### src/rtl/vnp_pkg.sv
// Package: shared types and helpers for the vector narrowing pack unit.
// Assumes a fixed mapping of mode codes; code 3 is unused and behaves as truncate.
package vnp_pkg;

    typedef enum logic [1:0] {
        PK_TRUNC = 2'd0,
        PK_SSAT  = 2'd1,
        PK_USAT  = 2'd2,
        PK_RSVD  = 2'd3
    } pack_mode_e;

    localparam int SIZE_CODE_W = 3;
    localparam int MIN_SIZE_CODE = 1;   // 16-bit source elements
    localparam int MAX_SIZE_CODE = 3;   // 64-bit source elements

    // Encode the saturation summary into the 2-bit condition code.
    function automatic logic [1:0] cc_encode(input logic any_sat, input logic all_sat);
        if (all_sat)      return 2'd3;
        else if (any_sat) return 2'd1;
        else              return 2'd0;
    endfunction

    // True when the mode clamps elements, so a condition code is meaningful.
    function automatic logic is_saturating(input pack_mode_e m);
        return (m == PK_SSAT) || (m == PK_USAT);
    endfunction

endpackage

### src/rtl/vnp_lane.sv
// Module: narrows one source element to half its width.
// Assumes SRC_W is even. Purely combinational; sat flags a clamped value.
module vnp_lane
    import vnp_pkg::*;
#(
    parameter int SRC_W = 16
) (
    input  logic [SRC_W-1:0]   src,
    input  pack_mode_e         mode,
    output logic [SRC_W/2-1:0] dst,
    output logic               sat
);
    localparam int DST_W = SRC_W / 2;

    logic [SRC_W-DST_W-1:0] upper;
    logic [SRC_W-DST_W:0]   sign_run;
    logic                   fits_signed;
    logic                   fits_unsigned;

    // Range tests: signed fits when the dropped bits copy the new sign bit.
    always_comb begin
        upper         = src[SRC_W-1:DST_W];
        sign_run      = src[SRC_W-1:DST_W-1];
        fits_signed   = (&sign_run) | ~(|sign_run);
        fits_unsigned = ~(|upper);
    end

    // Per-mode narrowing with clamping.
    always_comb begin
        dst = src[DST_W-1:0];
        sat = 1'b0;
        unique case (mode)
            PK_SSAT: begin
                if (!fits_signed) begin
                    sat = 1'b1;
                    dst = src[SRC_W-1] ? {1'b1, {(DST_W-1){1'b0}}}
                                       : {1'b0, {(DST_W-1){1'b1}}};
                end
            end
            PK_USAT: begin
                if (!fits_unsigned) begin
                    sat = 1'b1;
                    dst = {DST_W{1'b1}};
                end
            end
            default: begin
                dst = src[DST_W-1:0];
                sat = 1'b0;
            end
        endcase
    end

endmodule

### src/rtl/vnp_width_path.sv
// Module: packs two vectors for one fixed source element width.
// Assumes VEC_W is a multiple of SRC_W. Element 0 is the most significant.
// Reports whether any and whether all of the result elements saturated.
module vnp_width_path
    import vnp_pkg::*;
#(
    parameter int VEC_W = 128,
    parameter int SRC_W = 16
) (
    input  logic [VEC_W-1:0] vec_a,
    input  logic [VEC_W-1:0] vec_b,
    input  pack_mode_e       mode,
    output logic [VEC_W-1:0] packed_vec,
    output logic             any_sat,
    output logic             all_sat
);
    localparam int DST_W   = SRC_W / 2;
    localparam int N_SRC   = VEC_W / SRC_W;
    localparam int N_DST   = 2 * N_SRC;

    logic [N_DST-1:0] sat_vec;

    for (genvar e = 0; e < N_DST; e++) begin : g_elem
        logic [SRC_W-1:0] src_elem;
        logic [DST_W-1:0] dst_elem;

        if (e < N_SRC) begin : g_from_a
            assign src_elem = vec_a[VEC_W-1-e*SRC_W -: SRC_W];
        end else begin : g_from_b
            assign src_elem = vec_b[VEC_W-1-(e-N_SRC)*SRC_W -: SRC_W];
        end

        vnp_lane #(.SRC_W(SRC_W)) u_lane (
            .src  (src_elem),
            .mode (mode),
            .dst  (dst_elem),
            .sat  (sat_vec[e])
        );

        assign packed_vec[VEC_W-1-e*DST_W -: DST_W] = dst_elem;
    end

    // Saturation summary across all result elements.
    always_comb begin
        any_sat = |sat_vec;
        all_sat = &sat_vec;
    end

endmodule

### src/rtl/vec_narrow_pack.sv
// Module: top of the vector narrowing pack unit.
// Runs one packing path per legal element size in parallel, selects one with
// elem_size and registers the result one cycle after op_valid. Assumes the
// caller gives the operands on the op_valid cycle; there is no back-pressure.
module vec_narrow_pack
    import vnp_pkg::*;
#(
    parameter int VEC_W = 128
) (
    input  logic                   clk,
    input  logic                   rst_n,
    input  logic                   op_valid,
    input  logic [VEC_W-1:0]       src_a,
    input  logic [VEC_W-1:0]       src_b,
    input  logic [SIZE_CODE_W-1:0] elem_size,
    input  logic [1:0]             mode,
    input  logic                   cc_en,
    output logic [VEC_W-1:0]       result,
    output logic                   res_valid,
    output logic [1:0]             cc,
    output logic                   cc_valid,
    output logic                   spec_err
);
    localparam int N_PATHS = MAX_SIZE_CODE - MIN_SIZE_CODE + 1;

    pack_mode_e       mode_e;
    logic [VEC_W-1:0] path_vec [N_PATHS];
    logic             path_any [N_PATHS];
    logic             path_all [N_PATHS];
    logic [VEC_W-1:0] sel_vec;
    logic [1:0]       sel_cc;
    logic             size_ok;
    logic             cc_req;

    assign mode_e = pack_mode_e'(mode);

    for (genvar p = 0; p < N_PATHS; p++) begin : g_path
        vnp_width_path #(
            .VEC_W (VEC_W),
            .SRC_W (8 << (p + MIN_SIZE_CODE))
        ) u_path (
            .vec_a      (src_a),
            .vec_b      (src_b),
            .mode       (mode_e),
            .packed_vec (path_vec[p]),
            .any_sat    (path_any[p]),
            .all_sat    (path_all[p])
        );
    end

    // Decode size legality and pick the matching path output.
    always_comb begin
        size_ok = (int'(elem_size) >= MIN_SIZE_CODE) && (int'(elem_size) <= MAX_SIZE_CODE);
        sel_vec = '0;
        sel_cc  = 2'd0;
        for (int p = 0; p < N_PATHS; p++) begin
            if (int'(elem_size) == p + MIN_SIZE_CODE) begin
                sel_vec = path_vec[p];
                sel_cc  = cc_encode(path_any[p], path_all[p]);
            end
        end
        cc_req = cc_en && is_saturating(mode_e);
    end

    // Output register: result, condition code and one-cycle status pulses.
    always_ff @(posedge clk) begin
        if (!rst_n) begin
            result    <= '0;
            res_valid <= 1'b0;
            cc        <= 2'd0;
            cc_valid  <= 1'b0;
            spec_err  <= 1'b0;
        end else begin
            res_valid <= 1'b0;
            cc_valid  <= 1'b0;
            spec_err  <= 1'b0;
            if (op_valid) begin
                if (!size_ok) begin
                    spec_err <= 1'b1;
                end else begin
                    result    <= sel_vec;
                    res_valid <= 1'b1;
                    if (cc_req) begin
                        cc       <= sel_cc;
                        cc_valid <= 1'b1;
                    end
                end
            end
        end
    end

    // An error pulse excludes any result or condition-code pulse.
    p_err_excl_r5: assert property (@(posedge clk) disable iff (!rst_n)
        spec_err |-> (!res_valid && !cc_valid));

    // An illegal issue leaves result and cc untouched.
    p_err_hold_r5: assert property (@(posedge clk) disable iff (!rst_n)
        spec_err |-> ($stable(result) && $stable(cc)));

    // cc only moves on a cc_valid pulse.
    p_cc_hold_r6: assert property (@(posedge clk) disable iff (!rst_n)
        !cc_valid |-> $stable(cc));

    // A cc update always comes with a result.
    p_cc_with_res_r6: assert property (@(posedge clk) disable iff (!rst_n)
        cc_valid |-> res_valid);

    // Code 2 is never produced.
    p_cc_code_r7: assert property (@(posedge clk) disable iff (!rst_n)
        cc_valid |-> (cc != 2'd2));

    // Any pulse is the answer to an issue one cycle earlier.
    p_latency_r8: assert property (@(posedge clk) disable iff (!rst_n)
        (res_valid || spec_err) |-> $past(op_valid));

    // Without a result pulse the result register holds.
    p_res_hold_r8: assert property (@(posedge clk) disable iff (!rst_n)
        !res_valid |-> $stable(result));

    // At most one of result and error pulses at a time.
    p_onehot_r5: assert property (@(posedge clk) disable iff (!rst_n)
        $onehot0({res_valid, spec_err}));

endmodule

### config.mk
export PLATFORM = sky130hd
export DESIGN_NAME = vec_narrow_pack
export DESIGN_NICKNAME = d
export VERILOG_FILES = /design/src/rtl/vnp_pkg.sv /design/src/rtl/vnp_lane.sv /design/src/rtl/vnp_width_path.sv /design/src/rtl/vec_narrow_pack.sv
export SDC_FILE = /design/constraint.sdc
export NUM_CORES = 1
export LEC_CHECK = 0
export ABC_CLOCK_PERIOD_IN_PS = 5200
export BUFFER_PORTS_ARGS = -buffer_cell sky130_fd_sc_hd__clkbuf_2
export CAP_MARGIN = 30
export CORE_AREA = 2 2 157 159
export CTS_CLUSTER_DIAMETER = 120
export DETAILED_ROUTE_END_ITERATION = 8
export DIE_AREA = 0 0 159 161
export PLACE_DENSITY_LB_ADDON = 0.2
export SLEW_MARGIN = 20
export SYNTH_ARGS = -nofsm -noshare
export SYNTH_HDL_FRONTEND = slang
export SYNTH_SLANG_ARGS = --single-unit
### constraint.sdc
create_clock -name clk -period 5.2 [get_ports clk]
set_clock_uncertainty 0.15 [all_clocks]
set_input_delay 1.04 -clock clk [delete_from_list [all_inputs] [get_ports clk]]
set_output_delay 1.04 -clock clk [all_outputs]
set_load 0.02 [all_outputs]
==> results_dict.tcl <==
set metrics [dict create \
    status "finished, final reports clean" \
    finalHoldViolations 0 \
    synth.largest_area_cell "dfxtp_1" \
    clock.fmax_mhz 229 \
    area_growth_pct 24.5 \
    ctsHoldBuffers 0 \
    cts_resized 0 \
    synth-edff-count 0 \
    rsz0062_at_grt "false" \
    post_cts_buffers 0 \
    start_kind "primary input" \
    drc_errors 0 \
    worstSetupEndpointType "register" \
    vias 16400 \
    drt_wl_total_um 54200 \
    syn_nets 1958 \
    hpwl_um 39700 \
    die_height_um 161 \
    report.final.slew_viol_count 0 \
    synth_area_sq_um 11500 \
    synth_most_common_cell "a21oi_1" \
    synth.top_cells.by_count "246 x a21oi_1, 238 x o21ai_0, 133 x dfxtp_1, 133 x nand2_1, 133 x nor2_1" \
    critPathKind "primary input to register" \
    wl_met3_um 6630 \
    post_drt_wl_per_cell_um 23.0 \
    die_area_sq_um 25600 \
    synth.ff_latch_count 133 \
    p_leak_nw 6.03 \
    fillers 2458 \
    clock-sinks 133 \
    clk_latency_ps 430 \
    wl_met2_um 23800 \
    ant_nets 0 \
    synth_ff_type "dfxtp_1" \
    grt_pass1_vias 15000 \
    rows 57 \
    cap_viol_max_count 0 \
    cts_htree_levels 4 \
    grt-ovfl-total 0 \
    netlist.area_leader.share_pct 23.1 \
    root_buffer "clkbuf_16" \
    grt_max_degree 122 \
    cts_buffer_depth 2 \
    synth_area_per_cell_sq_um 6.81 \
    start_util_pct 48.0 \
    power_density_nw_per_um2 230 \
    synth_area_leaders "dfxtp_1 23%, a21oi_1 11%, o21ai_0 10%, nand2_1 4.3%, nor2_1 4.3%" \
    synth_cell_types 69 \
    vias_per_cell 6.97 \
    nets 2285 \
    ys_seq_area_share_pct 23.1 \
    numCtsBuffers 17 \
    top_layer_used "met4" \
    numPortBuffers 397 \
    grt_pass1_wl_um 83700 \
    design_power_total_mw 3.29 \
    min_path_type "register to register" \
    place_congestion 1.03 \
    worstPathRequired_ps 5370 \
    irDropWorstVdd_v 0.000203 \
    worst_pin_slew_ps 971 \
    period_needed_ps 4360 \
    firstDrtPassIters 6 \
    crit_path_max_fanout 12 \
    clk_pin_slew_ps 60 \
    ys_warn_count 0 \
    finalCritPeriodShare_pct 83.9 \
    async_flop_share_pct 0 \
    setup_viol 0 \
    syn_inst 1691 \
    gr-usage-all-layers_pct 40.2 \
    antenna_found_initial 1 \
    wl_met1_um 21300 \
    drive_gt1_share_pct 25.6 \
    slew_headroom_pct 34.8 \
    ios 398 \
    finalSetupTns_ps 0 \
    drtIter0Drc 2449 \
    crit_arrival_ps 4540 \
    chipWidth_um 159 \
    coreArea_sq_um 24000 \
    cts_tree "built" \
]
[cell type report]
class                   count  area (sq um)  share of cell area (%)
diodes                      1          2.50                  0.0175
repair buffers            444          2400                    16.7
multi-input cells        1389          8190                    57.2
inverters                  33           124                   0.865
flip-flops and latches    133          2660                    18.6
clock buffers              19           443                    3.09
clock inverters            13          98.8                   0.690
well taps                 324           405                    2.83
[per-stage QoR]
step | cell area (sq um) | utilization (%) | std cells | worst slack [ps] | hold WS [ps]
final | 14300 | 59.8 | 2356 | 839 | 297
after global routing | 14300 | 59.8 | 2355 | 758 | 337
after CTS | 14300 | 59.6 | 2353 | 1000 | 298
after detailed placement | 13700 | 57.4 | 2321 | 576 | 289
after global placement | 13700 | 57.3 | 2319 | 653 | 281
after floorplan | 11500 | - | 1691 | 1170 | 371
[per-layer routing]
| metal | GRT usage [%] | vias up |
|---|---|---|
| met5 | 0 | - |
| met1 | 53.4 | 7597 |
| met2 | 62.4 | 1327 |
| met4 | 19.8 | 0 |
| li1 | - | 7288 |
| met3 | 7.91 | 208 |
[flip-flops by register name (all words and copies together) (netlist names)]
name and count:
res_valid 1, result 128, cc_valid 1, spec_err 1, cc 2
[kinds of logic after synthesis]
family | share of synthesized area [%]
DFF | 23.1
and+or+nand+nor | 22.6
AOI/OAI and AO/OA | 48.3
buffers and inverters | 5.81
adders and majority gates | 0.217
[final timing paths]
path                              end  cells after the start                      from  slack [ps]
max reg2reg        cc[0]$_SDFFE_PN0P_                      4        cc[0]$_SDFFE_PN0P_        4160
min reg2reg  result[111]$_SDFFE_PN0P_                      2  result[111]$_SDFFE_PN0P_         300
min          result[111]$_SDFFE_PN0P_                      2  result[111]$_SDFFE_PN0P_         300
max           result[66]$_SDFFE_PN0P_                      9                 src_a[31]         840
[report_power, final]
group	switching [mW]	internal, mW
sequential	0.0333	1.08
combinational	0.675	0.343
clock	0.540	0.627
[worst max-delay path: stages]
cell,delay (ps)
clkbuf_2,230
or4_1,610
nor3_1,570
nand3_1,370
a32o_1,360
a21oi_1,220
a21boi_0,450
a41oi_1,430
o221a_2,260
[cell usage in the layout, fill, tap and decap left out, types with 8 or more instances in the layout]
cell / n
clkbuf_2: 398
a21oi_1: 246
o21ai_0: 238
nand2_1: 133
dfxtp_1: 133
nor2_1: 131
nand4_1: 59
a21o_1: 42
nor4_1: 41
buf_4: 40
nand3_1: 34
inv_1: 32
a31oi_1: 29
nor3_1: 28
o22ai_1: 28
or4_1: 23
o211a_1: 23
a32o_1: 22
o221ai_1: 21
o221a_2: 21
o211ai_1: 20
nand2b_1: 19
a221oi_1: 19
clkbuf_16: 17
a211oi_1: 16
or3_1: 15
o31ai_1: 14
and3_1: 13
a22o_1: 12
a21boi_0: 12
a211o_1: 11
a22oi_1: 10
o2111ai_1: 9
or2_2: 8
No activity file was read; power rests on OpenSTA's default activity.
